File: config.mk
export PLATFORM = sky130hd
export DESIGN_NAME = eeprom_byte_bridge
export DESIGN_NICKNAME = d
export VERILOG_FILES = /design/src/rtl/ebb_pkg.sv /design/src/rtl/ebb_gate.sv /design/src/rtl/ebb_wordport.sv /design/src/rtl/ebb_seq.sv /design/src/rtl/eeprom_byte_bridge.sv
export SDC_FILE = /design/constraint.sdc
export NUM_CORES = 1
export LEC_CHECK = 0
export BUFFER_PORTS_ARGS = -buffer_cell sky130_fd_sc_hd__buf_4
export CAP_MARGIN = 5
export CORE_MARGIN = 10
export CORE_UTILIZATION = 32
export DETAILED_ROUTE_END_ITERATION = 10
export PLACE_DENSITY_LB_ADDON = 0.05
export SYNTH_ARGS = -nofsm -noshare
export SYNTH_HDL_FRONTEND = slang
export SYNTH_SLANG_ARGS = --single-unit
File: constraint.sdc
create_clock -name clk -period 2.3 [get_ports clk]
set_input_delay 0.345 -clock clk [delete_from_list [all_inputs] [get_ports clk]]
set_output_delay 0.345 -clock clk [all_outputs]
set_load 0.05 [all_outputs]
File: src/rtl/ebb_pkg.sv
package ebb_pkg;

  localparam int WORD_W = 16;
  localparam int BYTE_W = 8;
  localparam int ADDR_W = 8;

  typedef enum logic [2:0] {
    ST_IDLE,
    ST_PROBE,
    ST_STEP,
    ST_FETCH,
    ST_EMIT,
    ST_GATHER,
    ST_STORE
  } seq_state_t;

  // word address seen by the device for a given word index
  function automatic logic [ADDR_W-1:0] dev_word_addr(input logic [ADDR_W-1:0] idx,
                                                      input logic wide,
                                                      input int narrow_bits);
    logic [ADDR_W-1:0] mask;
    mask = ADDR_W'((1 << narrow_bits) - 1);
    return wide ? idx : (idx & mask);
  endfunction

  // byte lane of a word: hi selects bits 15:8
  function automatic logic [BYTE_W-1:0] lane_pick(input logic [WORD_W-1:0] w,
                                                  input logic hi);
    return hi ? w[WORD_W-1:BYTE_W] : w[BYTE_W-1:0];
  endfunction

  // replace one lane of a word, keep the other
  function automatic logic [WORD_W-1:0] lane_merge(input logic [WORD_W-1:0] w,
                                                   input logic [BYTE_W-1:0] b,
                                                   input logic hi);
    return hi ? {b, w[BYTE_W-1:0]} : {w[WORD_W-1:BYTE_W], b};
  endfunction

endpackage

File: src/rtl/ebb_gate.sv
module ebb_gate #(
  parameter int          LEN_W      = 10,
  parameter logic [15:0] ACCESS_KEY = 16'h8139
) (
  input  logic             req_write,
  input  logic [LEN_W-1:0] req_len,
  input  logic [15:0]      req_key,
  output logic             refuse,
  output logic             empty
);

  assign refuse = req_write && (req_key != ACCESS_KEY);
  assign empty  = (req_len == '0);

endmodule

File: src/rtl/ebb_wordport.sv
module ebb_wordport
  import ebb_pkg::*;
(
  input  logic              clk,
  input  logic              rst_n,
  input  logic              go,
  input  logic              go_write,
  input  logic              go_wide,
  input  logic [ADDR_W-1:0] go_addr,
  input  logic [WORD_W-1:0] go_wdata,
  output logic              wp_done,
  output logic [WORD_W-1:0] wp_rdata,
  output logic              wm_cmd_valid,
  input  logic              wm_cmd_ready,
  output logic              wm_cmd_write,
  output logic              wm_cmd_wide,
  output logic [ADDR_W-1:0] wm_cmd_addr,
  output logic [WORD_W-1:0] wm_cmd_wdata,
  input  logic              wm_rsp_valid,
  input  logic [WORD_W-1:0] wm_rsp_rdata
);

  logic waiting;
  logic cmd_fire;

  assign cmd_fire = wm_cmd_valid && wm_cmd_ready;
  assign wp_done  = waiting && wm_rsp_valid;
  assign wp_rdata = wm_rsp_rdata;

  always_ff @(posedge clk) begin
    if (!rst_n) begin
      wm_cmd_valid <= 1'b0;
      wm_cmd_write <= 1'b0;
      wm_cmd_wide  <= 1'b0;
      wm_cmd_addr  <= '0;
      wm_cmd_wdata <= '0;
      waiting      <= 1'b0;
    end else begin
      if (go) begin
        wm_cmd_valid <= 1'b1;
        wm_cmd_write <= go_write;
        wm_cmd_wide  <= go_wide;
        wm_cmd_addr  <= go_addr;
        wm_cmd_wdata <= go_wdata;
      end else if (cmd_fire) begin
        wm_cmd_valid <= 1'b0;
        waiting      <= 1'b1;
      end
      if (wp_done) waiting <= 1'b0;
    end
  end

  // a pending command holds still until taken
  assert_cmd_hold_R11: assert property (@(posedge clk) disable iff (!rst_n)
    (wm_cmd_valid && !wm_cmd_ready) |=> (wm_cmd_valid && $stable(wm_cmd_addr) &&
      $stable(wm_cmd_wdata) && $stable(wm_cmd_write) && $stable(wm_cmd_wide)));

  // the sequencer only starts a command when the port is free
  assert_single_cmd_R11: assert property (@(posedge clk) disable iff (!rst_n)
    go |-> (!wm_cmd_valid && !waiting));

endmodule

File: src/rtl/ebb_seq.sv
module ebb_seq
  import ebb_pkg::*;
#(
  parameter int          LEN_W      = 10,
  parameter int          OFF_W      = 9,
  parameter int          NARROW_AW  = 6,
  parameter logic [15:0] ACCESS_KEY = 16'h8139,
  parameter logic [15:0] BIG_SIG    = 16'h8129
) (
  input  logic              clk,
  input  logic              rst_n,
  input  logic              req_fire,
  input  logic              req_write,
  input  logic [OFF_W-1:0]  req_offset,
  input  logic [LEN_W-1:0]  req_len,
  input  logic              refuse,
  input  logic              empty,
  output logic              busy,
  input  logic              wr_valid,
  input  logic [BYTE_W-1:0] wr_data,
  output logic              wr_ready,
  output logic              rd_valid,
  output logic [BYTE_W-1:0] rd_data,
  input  logic              rd_ready,
  output logic              done,
  output logic              err,
  output logic [15:0]       rsp_key,
  output logic              wp_go,
  output logic              wp_write,
  output logic              wp_wide,
  output logic [ADDR_W-1:0] wp_addr,
  output logic [WORD_W-1:0] wp_wdata,
  input  logic              wp_done,
  input  logic [WORD_W-1:0] wp_rdata
);

  seq_state_t        state;
  logic              op_wr;
  logic              big;
  logic [OFF_W-1:0]  cur_off;
  logic [LEN_W-1:0]  remain;
  logic [WORD_W-1:0] wbuf;

  // named events
  logic              cur_odd;
  logic              word_ends;
  logic              emit_fire;
  logic              gather_fire;
  logic [ADDR_W-1:0] cur_addr;
  logic [WORD_W-1:0] merged;

  assign cur_odd     = cur_off[0];
  assign word_ends   = cur_odd || (remain == LEN_W'(1));
  assign cur_addr    = dev_word_addr(cur_off[OFF_W-1:1], big, NARROW_AW);
  assign merged      = lane_merge(wbuf, wr_data, cur_odd);
  assign busy        = (state != ST_IDLE);
  assign rd_valid    = (state == ST_EMIT);
  assign rd_data     = lane_pick(wbuf, cur_odd);
  assign wr_ready    = (state == ST_GATHER);
  assign emit_fire   = rd_valid && rd_ready;
  assign gather_fire = wr_valid && wr_ready;

  always_ff @(posedge clk) begin
    if (!rst_n) begin
      state    <= ST_IDLE;
      op_wr    <= 1'b0;
      big      <= 1'b0;
      cur_off  <= '0;
      remain   <= '0;
      wbuf     <= '0;
      done     <= 1'b0;
      err      <= 1'b0;
      rsp_key  <= '0;
      wp_go    <= 1'b0;
      wp_write <= 1'b0;
      wp_wide  <= 1'b0;
      wp_addr  <= '0;
      wp_wdata <= '0;
    end else begin
      done  <= 1'b0;
      wp_go <= 1'b0;
      case (state)
        ST_IDLE: begin
          if (req_fire) begin
            op_wr   <= req_write;
            cur_off <= req_offset;
            remain  <= req_len;
            if (refuse) begin
              done    <= 1'b1;
              err     <= 1'b1;
              rsp_key <= '0;
            end else if (empty) begin
              done    <= 1'b1;
              err     <= 1'b0;
              rsp_key <= req_write ? 16'h0000 : ACCESS_KEY;
            end else begin
              wp_go    <= 1'b1;
              wp_write <= 1'b0;
              wp_wide  <= 1'b1;
              wp_addr  <= '0;
              state    <= ST_PROBE;
            end
          end
        end
        ST_PROBE: begin
          if (wp_done) begin
            big   <= (wp_rdata == BIG_SIG);
            state <= ST_STEP;
          end
        end
        ST_STEP: begin
          if (remain == '0) begin
            done    <= 1'b1;
            err     <= 1'b0;
            rsp_key <= op_wr ? 16'h0000 : ACCESS_KEY;
            state   <= ST_IDLE;
          end else if (!op_wr || word_ends) begin
            wp_go    <= 1'b1;
            wp_write <= 1'b0;
            wp_wide  <= big;
            wp_addr  <= cur_addr;
            state    <= ST_FETCH;
          end else begin
            state <= ST_GATHER;
          end
        end
        ST_FETCH: begin
          if (wp_done) begin
            wbuf  <= wp_rdata;
            state <= op_wr ? ST_GATHER : ST_EMIT;
          end
        end
        ST_EMIT: begin
          if (emit_fire) begin
            cur_off <= cur_off + OFF_W'(1);
            remain  <= remain - LEN_W'(1);
            if (word_ends) state <= ST_STEP;
          end
        end
        ST_GATHER: begin
          if (gather_fire) begin
            wbuf    <= merged;
            cur_off <= cur_off + OFF_W'(1);
            remain  <= remain - LEN_W'(1);
            if (word_ends) begin
              wp_go    <= 1'b1;
              wp_write <= 1'b1;
              wp_wide  <= big;
              wp_addr  <= cur_addr;
              wp_wdata <= merged;
              state    <= ST_STORE;
            end
          end
        end
        ST_STORE: begin
          if (wp_done) state <= ST_STEP;
        end
        default: state <= ST_IDLE;
      endcase
    end
  end

  // wrong key ends the request on the next cycle with an error
  assert_refuse_R7: assert property (@(posedge clk) disable iff (!rst_n)
    (req_fire && refuse) |=> (done && err));

  // empty requests finish at once without error
  assert_empty_done_R9: assert property (@(posedge clk) disable iff (!rst_n)
    (req_fire && !refuse && empty) |=> (done && !err));

  // narrow addressing never sets the upper address bits
  assert_narrow_addr_R2: assert property (@(posedge clk) disable iff (!rst_n)
    (wp_go && !wp_wide) |-> ((wp_addr >> NARROW_AW) == '0));

  // an offered read byte is held until taken
  assert_emit_hold_R3: assert property (@(posedge clk) disable iff (!rst_n)
    (rd_valid && !rd_ready) |=> (rd_valid && $stable(rd_data)));

  // an accepted request keeps the bridge busy or completes it
  assert_no_overlap_R10: assert property (@(posedge clk) disable iff (!rst_n)
    req_fire |=> (busy || done));

endmodule

File: src/rtl/eeprom_byte_bridge.sv
module eeprom_byte_bridge
  import ebb_pkg::*;
#(
  parameter int          LEN_W      = 10,
  parameter int          NARROW_AW  = 6,
  parameter logic [15:0] ACCESS_KEY = 16'h8139,
  parameter logic [15:0] BIG_SIG    = 16'h8129
) (
  input  logic                clk,
  input  logic                rst_n,
  input  logic                req_valid,
  output logic                req_ready,
  input  logic                req_write,
  input  logic [ADDR_W:0]     req_offset,
  input  logic [LEN_W-1:0]    req_len,
  input  logic [15:0]         req_key,
  input  logic                wr_valid,
  output logic                wr_ready,
  input  logic [BYTE_W-1:0]   wr_data,
  output logic                rd_valid,
  input  logic                rd_ready,
  output logic [BYTE_W-1:0]   rd_data,
  output logic                done,
  output logic                err,
  output logic [15:0]         rsp_key,
  output logic                wm_cmd_valid,
  input  logic                wm_cmd_ready,
  output logic                wm_cmd_write,
  output logic                wm_cmd_wide,
  output logic [ADDR_W-1:0]   wm_cmd_addr,
  output logic [WORD_W-1:0]   wm_cmd_wdata,
  input  logic                wm_rsp_valid,
  input  logic [WORD_W-1:0]   wm_rsp_rdata
);

  localparam int OFF_W = ADDR_W + 1;

  logic              busy;
  logic              req_fire;
  logic              refuse;
  logic              empty;
  logic              wp_go;
  logic              wp_write;
  logic              wp_wide;
  logic [ADDR_W-1:0] wp_addr;
  logic [WORD_W-1:0] wp_wdata;
  logic              wp_done;
  logic [WORD_W-1:0] wp_rdata;

  assign req_ready = !busy;
  assign req_fire  = req_valid && req_ready;

  ebb_gate #(
    .LEN_W      (LEN_W),
    .ACCESS_KEY (ACCESS_KEY)
  ) u_gate (
    .req_write (req_write),
    .req_len   (req_len),
    .req_key   (req_key),
    .refuse    (refuse),
    .empty     (empty)
  );

  ebb_seq #(
    .LEN_W      (LEN_W),
    .OFF_W      (OFF_W),
    .NARROW_AW  (NARROW_AW),
    .ACCESS_KEY (ACCESS_KEY),
    .BIG_SIG    (BIG_SIG)
  ) u_seq (
    .clk        (clk),
    .rst_n      (rst_n),
    .req_fire   (req_fire),
    .req_write  (req_write),
    .req_offset (req_offset),
    .req_len    (req_len),
    .refuse     (refuse),
    .empty      (empty),
    .busy       (busy),
    .wr_valid   (wr_valid),
    .wr_data    (wr_data),
    .wr_ready   (wr_ready),
    .rd_valid   (rd_valid),
    .rd_data    (rd_data),
    .rd_ready   (rd_ready),
    .done       (done),
    .err        (err),
    .rsp_key    (rsp_key),
    .wp_go      (wp_go),
    .wp_write   (wp_write),
    .wp_wide    (wp_wide),
    .wp_addr    (wp_addr),
    .wp_wdata   (wp_wdata),
    .wp_done    (wp_done),
    .wp_rdata   (wp_rdata)
  );

  ebb_wordport u_port (
    .clk          (clk),
    .rst_n        (rst_n),
    .go           (wp_go),
    .go_write     (wp_write),
    .go_wide      (wp_wide),
    .go_addr      (wp_addr),
    .go_wdata     (wp_wdata),
    .wp_done      (wp_done),
    .wp_rdata     (wp_rdata),
    .wm_cmd_valid (wm_cmd_valid),
    .wm_cmd_ready (wm_cmd_ready),
    .wm_cmd_write (wm_cmd_write),
    .wm_cmd_wide  (wm_cmd_wide),
    .wm_cmd_addr  (wm_cmd_addr),
    .wm_cmd_wdata (wm_cmd_wdata),
    .wm_rsp_valid (wm_rsp_valid),
    .wm_rsp_rdata (wm_rsp_rdata)
  );

  // idle outputs in reset
  assert_reset_idle_R12: assert property (@(posedge clk)
    !rst_n |=> (!done && !wm_cmd_valid && !rd_valid));

endmodule

## Word level (Yosys, flattened, before mapping)

Index checks and enable logic that the tools add are counted.

- $add $sub $neg: 2
- Eq/ne operators: 22
- Muxes and demuxes: 78
- Bitwise operators: 2
- Reduce and logical (&&, ||, !) cells: 30

Operators with widths:

| kind | number |
|---|---|
| 16-bit two-way mux | 9 |
| 8-bit two-way mux | 9 |
| 16-bit one-hot mux with 2 select lines | 2 |
| 3-bit two-way mux | 11 |
| 1-bit two-way mux | 32 |
| 10-bit two-way mux | 3 |
| 10-bit one-hot mux with 3 select lines | 1 |
| 9-bit two-way mux | 3 |
| 9-bit one-hot mux with 3 select lines | 1 |
| 8-bit one-hot mux with 3 select lines | 1 |
| 10-bit zero test | 2 |
| 3-bit one-hot mux with 6 select lines | 1 |
| 16-bit == test (second input constant) | 1 |
| 16-bit != test (second input constant) | 1 |
| 2-bit != test (second input constant) | 8 |
| 10-bit by 1-bit == test with 1-bit output (second input constant) | 1 |
| 10-bit by 1-bit subtractor with 10-bit output (second input constant) | 1 |
| 9-bit by 1-bit adder with 9-bit output (second input constant) | 1 |
| 3-bit == test (second input constant) | 3 |
| 1-bit one-hot mux with 3 select lines | 3 |
| 9-bit AND reduction | 1 |
| 3-bit nonzero test | 3 |
| 2-bit by 1-bit != test with 1-bit output (second input constant) | 4 |
| 4-bit AND reduction | 2 |
| 14 further kinds | 30 |

- Flip-flop bits (word level): 113
- Input bits: 67
- Output and inout bits: 56
- Word-level logic and storage cells: 154

## Logic depth before layout (Yosys ltp)

Gate-level depths: netlist of the first run.

- Word-level depth: 6
- Mapped depth: 8
- Mapped depth without buffers: 8

## Modules after synthesis

From an unflattened synthesis of the first run, not the netlist that was laid out.

- Cells, all modules: 599
- Area total of the unflattened synthesis: 5246.3 sq um

By module, submodules not included:

| module | times used | cells an instance | area an instance (sq um) |
|---|---|---|---|
| ebb_seq | 1 | 481 | 3950.0 |
| ebb_wordport | 1 | 107 | 1206.2 |
| ebb_gate | 1 | 9 | 80.1 |
| eeprom_byte_bridge | 1 | 2 | 10.0 |

## Worst setup path before layout of the first run

Ideal clock, no wire load.

- Path type: register to register
- From: register u_seq.state[0]
- To: register u_seq.wp_go
- Setup time: 0.115 ns
- Arrival: 2.430 ns
- Required time: 2.185 ns
- Slack: -0.245 ns
- Cell stages (with the launch flop): 7
- Path buffers: 1
- Path through: dfxtp_1 > nor3_1 > nand4_1 > nand3_1 > nor2_2 > buf_4 > and2_1

- Cells in the longest elaborated chain, start to end: 5

Ends and longest elaborated chain:

| element | line | source |
|---|---|---|
| from (decl) | ebb_seq.sv:37 | `seq_state_t state;` |
| from (signal assigned) | ebb_seq.sv:130 | `state <= op_wr ? ST_GATHER : ST_EMIT;` |
| 3-bit nonzero test | ebb_seq.sv:56 | `assign busy = (state != ST_IDLE);` |
| 1-bit zero test | eeprom_byte_bridge.sv:50 | `assign req_ready = !busy;` |
| named net req_ready | eeprom_byte_bridge.sv:12 | `output logic req_ready,` |
| 1-bit logical AND | eeprom_byte_bridge.sv:51 | `assign req_fire = req_valid && req_ready;` |
| 1-bit two-way mux | ebb_seq.sv:84 | `if (req_fire) begin` |
| 1-bit one-hot mux with 3 select lines | ebb_seq.sv:82 | `case (state)` |
| to (signal assigned) | ebb_seq.sv:74 | `wp_go <= 1'b0;` |
| to (signal assigned) | ebb_seq.sv:81 | `wp_go <= 1'b0;` |
| to (signal assigned) | ebb_seq.sv:97 | `wp_go <= 1'b1;` |
| to (decl) | ebb_seq.sv:28 | `output logic wp_go,` |

The timed path passes the listed nets, and every way through them passes these cells.
A chain may end at the register's enable or synchronous reset.

## Worst setup path in the final report of the first run

- From: register u_seq.state[1]
- To: output port wr_ready

- Cells in the longest elaborated chain, start to end: 1

Ends and longest elaborated chain:

| element | line | source |
|---|---|---|
| 3-bit == test | ebb_seq.sv:59 | `assign wr_ready = (state == ST_GATHER);` |
| to (decl) | eeprom_byte_bridge.sv:18 | `output logic wr_ready,` |

No other way between the ends.

==> results of run 1 <==
layout by cell type (no fill, tap or decap), drive strengths merged, types with 2 or more instances in the layout:
master / instances
a21boi: 3
a21oi: 23
a221oi: 2
a22oi: 3
a31oi: 19
a41oi: 2
and2: 7
and3: 2
buf: 130
bufinv: 2
clkbuf: 9
conb: 10
dfxtp: 98
ha: 3
inv: 21
mux2: 9
mux2i: 46
nand2: 65
nand2b: 2
nand3: 13
nand3b: 4
nand4: 4
nor2: 50
nor2b: 34
nor3: 7
nor3b: 3
nor4: 6
nor4b: 2
nor4bb: 3
o211a: 22
o211ai: 10
o21a: 2
o21ai: 21
o221a: 18
o22ai: 7
or3: 2
stage by stage:
stage / hold slack [ps] / TNS (ps) / std cells / worst slack, ps
3_5_place_dp: 449.0 / -235.2 / 870 / -41.47
5_1_grt: 317.0 / 0 / 886 / 40.64
3_3_place_gp: 450.1 / 0 / 870 / 52.24
6_report: 295.6 / 0 / 886 / 101.6
2_1_floorplan: 434.4 / 0 / 586 / 317.5
4_1_cts: 286.9 / 0 / 886 / 47.60
logic make-up (layout without fill, tap and decap cells):
kind of cell | Yosys count | after routing | synth area share
AO/OA/AOI/OAI | 139 | 139 | 0.2094
adder cells (fa/ha/maj) | 3 | 3 | 0.007462
buffers and inverters | 74 | 163 | 0.07312
flip-flops | 98 | 98 | 0.3900
multiplexers | 55 | 55 | 0.1117
other | 1 | 10 | 0.0007454
AND/OR/NAND/NOR | 207 | 207 | 0.2077
how the worst min path moves through the flow:
stage                                 from          endpoint  cells past startpoint
after floorplan           u_seq.wp_addr[0]  u_seq.wp_addr[0]                      2
after global placement    u_seq.wp_addr[1]  u_seq.wp_addr[1]                      2
after detailed placement  u_seq.wp_addr[1]  u_seq.wp_addr[1]                      2
after CTS                       req_len[9]   u_seq.remain[9]                      3
after global routing            req_len[9]   u_seq.remain[9]                      3
final                           req_len[9]   u_seq.remain[9]                      3
repair_timing:
action | CTS | global route
setup endpoints to repair | 1 | 2
endpoints found under the hold margin | 0 | 0
setup buffers | 0 | 0
resized for setup | 2 | 2
sequential cells by signal (all words and copies together), names as in the netlist:
| signal | flops |
|---|---|
| u_seq.wp_go | 1 |
| u_port.wm_cmd_write | 1 |
| u_port.waiting | 1 |
| u_seq.wp_addr | 8 |
| u_seq.big | 1 |
| u_seq.wp_wide | 1 |
| u_seq.err | 1 |
| u_seq.done | 1 |
| u_seq.rsp_key | 1 |
| u_seq.cur_off | 9 |
| u_seq.wp_write | 1 |
| u_port.wm_cmd_wdata | 16 |
| u_seq.state | 3 |
| u_seq.wbuf | 16 |
| u_seq.wp_wdata | 16 |
| u_port.wm_cmd_valid | 1 |
| u_seq.op_wr | 1 |
| u_port.wm_cmd_wide | 1 |
| u_seq.remain | 10 |
| u_port.wm_cmd_addr | 8 |
where the power goes:
part	switching [mW]	leakage, nW	internal, mW
Sequential	0.102	0.796	1.77
Combinational	0.552	1.80	0.411
Clock	0.736	0.164	0.980
area by class of cell:
| type | count | share of cell area |
|---|---|---|
| clock buffer | 9 | 0.03515 |
| clock inverter | 7 | 0.01699 |
| inverter | 17 | 0.009959 |
| multi-input combinational | 414 | 0.4292 |
| sequential | 98 | 0.3068 |
| tap | 211 | 0.04120 |
| timing repair buffer | 130 | 0.1607 |
layer usage:
| layer | global-route usage | share of wire | up-vias |
|---|---|---|---|
| li1 | - | - | 2225 |
| met1 | 0.1761 | 0.48 | 2107 |
| met2 | 0.2258 | 0.48 | 84 |
| met3 | 0.02546 | 0.031 | 10 |
| met4 | 0.04752 | 0.0097 | 0 |
| met5 | 0 | 0 | - |
worst reg2reg max path, stage by stage (launching register included):
cell     delay (ps)
dfxtp_1         420
inv_1            70
ha_1            240
nor3b_1         150
buf_4           150
nand3_1         110
o22ai_1         130
nor2_4          360
mux2i_1         240
==> impl_metrics.py, run 1 <==
metrics = {
    "status": {
        "status": "complete, no violations",
    },
    "cts": {
        "path_clk_slew_ps": 70,
        "cts_buffer_depth": 2,
        "cts_made_buffers": 9,
        "hold_buffers": 0,
        "cts_tree": "done",
        "cts_sinks": 98,
        "cts_root_buf": "clkbuf_16",
        "insertion_delay_ps": 350,
        "h-tree-depth": 3,
    },
    "sta": {
        "timing.final.crit_share": 0.9558,
        "fmax_ghz": 0.4549,
        "finalHoldViolations": 0,
        "rsz0062_at_grt": "no",
        "fin_skew_ps": 6.813,
        "finalCriticalPeriod_ps": 2198,
        "slew_viol_final": 0,
        "relSlewSlack": 0.5944,
        "worst_slew_pin_slew_ps": 602.8,
        "setup_viol": 0,
    },
    "power_and_ir_drop": {
        "powerDensity_nw_per_um2": 710.1,
        "ir_worst_vdd_uv": 380.7,
        "leakage_nw": 2.757,
        "power_mw": 4.550,
    },
    "synthesis": {
        "synth_area_leaders": "dfxtp_1 39%, mux2i_1 9.2%, nand2_1 4.8%, o211a_1 4.4%, nor2b_1 4.2%",
        "netlist_instances": 577,
        "synthFlopType": "dfxtp_1",
        "synth_cell_types": 54,
        "synth_edf_count": 0,
        "ys_async_sr_fraction": 0,
        "netlist.area_leader.share": 0.3900,
        "synth_warnings": 0,
        "syn_avg_cell_area_sq_um": 8.719,
        "synth-seq-cells": 98,
        "yosysTopAreaCell": "dfxtp_1",
        "ys_seq_area_frac": 0.3900,
        "synth_most_common_cell": "dfxtp_1",
        "synth_common_cells": "98 x dfxtp_1, 65 x nand2_1, 47 x nor2_1",
        "syn_area_sq_um": 5031,
    },
    "setup_path": {
        "cp.depth": 4,
        "crit_chain": "nand2b_1, nor2_2, buf_6, buf_4",
        "critPathCaptureType": "primary output",
        "rrSetupSlack_ps": 350,
        "crit_start": "u_seq.state[1]",
        "critPathCapture": "wr_ready",
        "startpoint_type": "flop",
        "cpPeakStageDelay_ps": 450,
        "r2r-start": "u_seq.remain[0]",
        "arrival_ps": 1850,
        "crit_fanout": 35,
        "ff2ff_path_depth": 8,
        "path_buf_inv": 2,
        "cp.required_ps": 1960,
        "cpLargestDelayFamily": "buffers and inverters",
        "r2r-end": "u_seq.wp_addr[2]",
        "critical_path_class": "reg -> out",
        "worst_path_max_delay_cell": "dfxtp_1",
    },
    "placed_design": {
        "dp_hpwl_um": 11000,
        "placed_cell_area_sq_um": 6062,
        "globalplace.congestion": 0.7971,
        "port_buffers": 112,
    },
    "cells_and_area": {
        "stdcell_area_sq_um": 6407,
        "drive_gt1_frac": 0.2800,
        "fin_util": 0.4184,
        "area_delta_synth_final_pct": 27.36,
        "antenna_cells": 0,
        "seqCellArea_sq_um": 1966,
        "nFillCells": 1567,
        "multiInputGateArea_sq_um": 2750,
        "nets": 740,
    },
    "floorplanning": {
        "dieArea_sq_um": 21140,
        "die_x_um": 145.4,
        "io_pins": 123,
        "core_sq_um": 15310,
        "die_h_um": 145.4,
        "initial_core_util": 0.3285,
        "fp-row-count": 45,
    },
    "global_routing": {
        "grt_pass1_vias": 4344,
        "grtUsageTotal": 0.1374,
        "grt-ovfl-total": 0,
        "antenna_found_initial": 0,
        "grt_max_degree": 43,
        "grt_first_pass_wirelength_um": 23830,
    },
    "route": {
        "drt_iter0_drc": 217,
        "drt_pass1_iterations": 5,
        "drt_wl_total_um": 14990,
        "num_vias": 4426,
        "drcViolationCount": 0,
        "via_per_inst": 4.995,
        "wl_per_cell_um": 16.92,
        "final_antenna_net_count": 0,
    },
    "job": {
        "drv_cap": 0,
    },
    "min_path": {
        "hold_class": "in -> reg",
    },
}
No activity file was read; power rests on OpenSTA's default activity.
==> run 2, diff against run 1 <==
--- a/config.mk
+++ b/config.mk
@@ -8,7 +8,7 @@
 export BUFFER_PORTS_ARGS = -buffer_cell sky130_fd_sc_hd__buf_4
 export CAP_MARGIN = 5
 export CORE_MARGIN = 10
-export CORE_UTILIZATION = 32
+export CORE_UTILIZATION = 39
 export DETAILED_ROUTE_END_ITERATION = 10
 export PLACE_DENSITY_LB_ADDON = 0.05
 export SYNTH_ARGS = -nofsm -noshare
==> impl_metrics.py, run 2 (synthesized netlist as in run 1, its figures left out) <==
metrics = {
    "global_routing": {
        "grt_pass1_vias": 4505,
        "grt_use_met1": 0.1915,
        "grt_max_degree": 77,
        "grtUsageTotal": 0.1529,
        "gr-usage-met3": 0.03947,
        "grt-ovfl-total": 0,
        "antenna_found_initial": 0,
        "grt_first_pass_wirelength_um": 22690,
        "top_usage_layer": "met2",
        "use_met2": 0.2511,
    },
    "cts": {
        "cts_root_buf": "clkbuf_16",
        "cts_resized": 0,
        "cts_buffer_depth": 2,
        "h-tree-depth": 3,
        "insertion_delay_ps": 350,
        "path_clk_slew_ps": 70,
        "cts_made_buffers": 9,
        "cts_sinks": 98,
        "postCtsSetupBuffers": 0,
        "hold_buffers": 0,
        "cts_tree": "done",
    },
    "cells_and_area": {
        "largestRegisters": "u_port.wm_cmd_wdata: 16 flops, u_seq.wbuf: 16 flops, u_seq.wp_wdata: 16 flops",
        "layout_common_cells": "124 x buf_4, 96 x dfxtp_1, 65 x nand2_1",
        "antenna_cells": 0,
        "nets": 738,
        "final_common_cell": "buf_4",
        "drive_gt1_frac": 0.2749,
        "area_delta_synth_final_pct": 25.27,
    },
    "sta": {
        "worst_slew_pin_slew_ps": 598.6,
        "finalHoldViolations": 0,
        "setup_viol": 0,
        "fin_skew_ps": 5.361,
        "fmax_ghz": 0.4540,
        "timing.final.crit_share": 0.9577,
        "rsz0062_at_grt": "no",
        "setup_tns_ps": 0,
        "finalCriticalPeriod_ps": 2203,
        "relSlewSlack": 0.5972,
        "slew_viol_final": 0,
        "whs_ps": 293.1,
    },
    "setup_path": {
        "critical_path_class": "reg -> out",
        "cpPeakStageDelay_ps": 390,
        "startpoint_type": "flop",
        "critPathCaptureType": "primary output",
        "crit_fanout": 35,
        "arrival_ps": 1860,
        "crit_chain": "buf_4, nand2b_1, nor2_2, buf_12, buf_4",
        "cp.required_ps": 1960,
        "crit_path_frequent_cell": "buf_4",
        "worst_path_max_delay_cell": "dfxtp_1",
    },
    "floorplanning": {
        "fp-row-count": 41,
        "io_pins": 123,
        "initial_core_util": 0.3987,
        "core_sq_um": 12620,
        "die_h_um": 133.6,
        "dieArea_sq_um": 17840,
        "die_x_um": 133.6,
    },
    "power_and_ir_drop": {
        "p_comb_frac": 0.216,
        "power.clock.fraction": 0.353,
        "p_seq_frac": 0.431,
        "swShare": 0.3034,
        "ir_worst_vdd_uv": 368.2,
        "leakage_nw": 2.732,
        "p_sw_mw": 1.314,
        "powerDensity_nw_per_um2": 687.4,
        "p_int_mw": 3.018,
    },
    "placed_design": {
        "dp_hpwl_um": 10360,
        "globalplace.congestion": 0.8153,
        "port_buffers": 112,
    },
    "status": {
        "status": "complete, no violations",
    },
    "route": {
        "drt_wl_total_um": 13910,
        "via_per_inst": 5.329,
        "drt_pass1_iterations": 5,
        "final_antenna_net_count": 0,
        "drcViolationCount": 0,
        "num_vias": 4503,
        "drt_iter0_drc": 250,
        "wl_per_cell_um": 16.47,
    },
    "job": {
        "drv_cap": 0,
    },
    "min_path": {
        "hold_class": "in -> reg",
    },
}
[run 2: changes by cell type in the layout (fill, tap and decap cells not counted), sizes merged]
cell    change
clkinv      +2
buf         -2
bufinv      -1
inv         -1
[run 2: power groups by stage]
stage / sequential [mW] / combinational [mW] / clock [mW]
2_1_floorplan: 1.90 / 0.663 / 0
3_3_place_gp: 1.90 / 0.924 / 0
3_5_place_dp: 1.90 / 0.933 / 0
4_1_cts: 1.86 / 0.937 / 1.57
5_1_grt: 1.88 / 1.03 / 1.64
6_report: 1.87 / 0.934 / 1.53
[run 2: critical path, delay by kind of cell (launching register included)]
| family | cells | cell delay [ps] |
|---|---|---|
| flops | 1 | 390 |
| simple gates | 2 | 450 |
| buf+inv | 3 | 650 |
[run 2: final cells by class]
type	instances	area [sq um]
Clock buffer	9	225.2
Clock inverter	7	75.07
Fill cell	1280	6317
Inverter	17	63.81
Multi-Input combinational cell	414	2748
Sequential cell	98	1964
Tap cell	172	215.2
Timing Repair Buffer	128	1011
[run 2: through the flow]
| stage | cells | util | setup slack (ps) | area (sq um) | total power [mW] |
|---|---|---|---|---|---|
| 2_1_floorplan | 586 | - | 317.5 | 5070 | 2.559 |
| 3_3_place_gp | 829 | 0.4751 | 112.8 | 5996 | 2.823 |
| 3_5_place_dp | 829 | 0.4751 | 64.45 | 5996 | 2.835 |
| 4_1_cts | 845 | 0.4989 | 64.33 | 6296 | 4.368 |
| 5_1_grt | 845 | 0.4994 | 22.68 | 6302 | 4.542 |
| 6_report | 845 | 0.4994 | 97.38 | 6302 | 4.332 |
[run 2: routing by layer]
layer	routed length (um)	part of all wire	up-vias
met3	607	0.044	11
met2	6717	0.48	103
li1	-	-	2241
met1	6438	0.46	2148
met4	149	0.011	0
met5	0	0	-
[run 2: path summary, 6_finish.rpt]
check | from | to | slack [ps] | cells past startpoint
worst max-delay path | u_seq.state[1] | wr_ready | 100 | 5
worst min-delay path | req_len[9] | u_seq.remain[9] | 290 | 3
worst max register to register | u_seq.state[2] | u_seq.wbuf[15] | 250 | 5
worst min register to register | u_seq.wp_addr[4] | u_seq.wp_addr[4] | 460 | 2
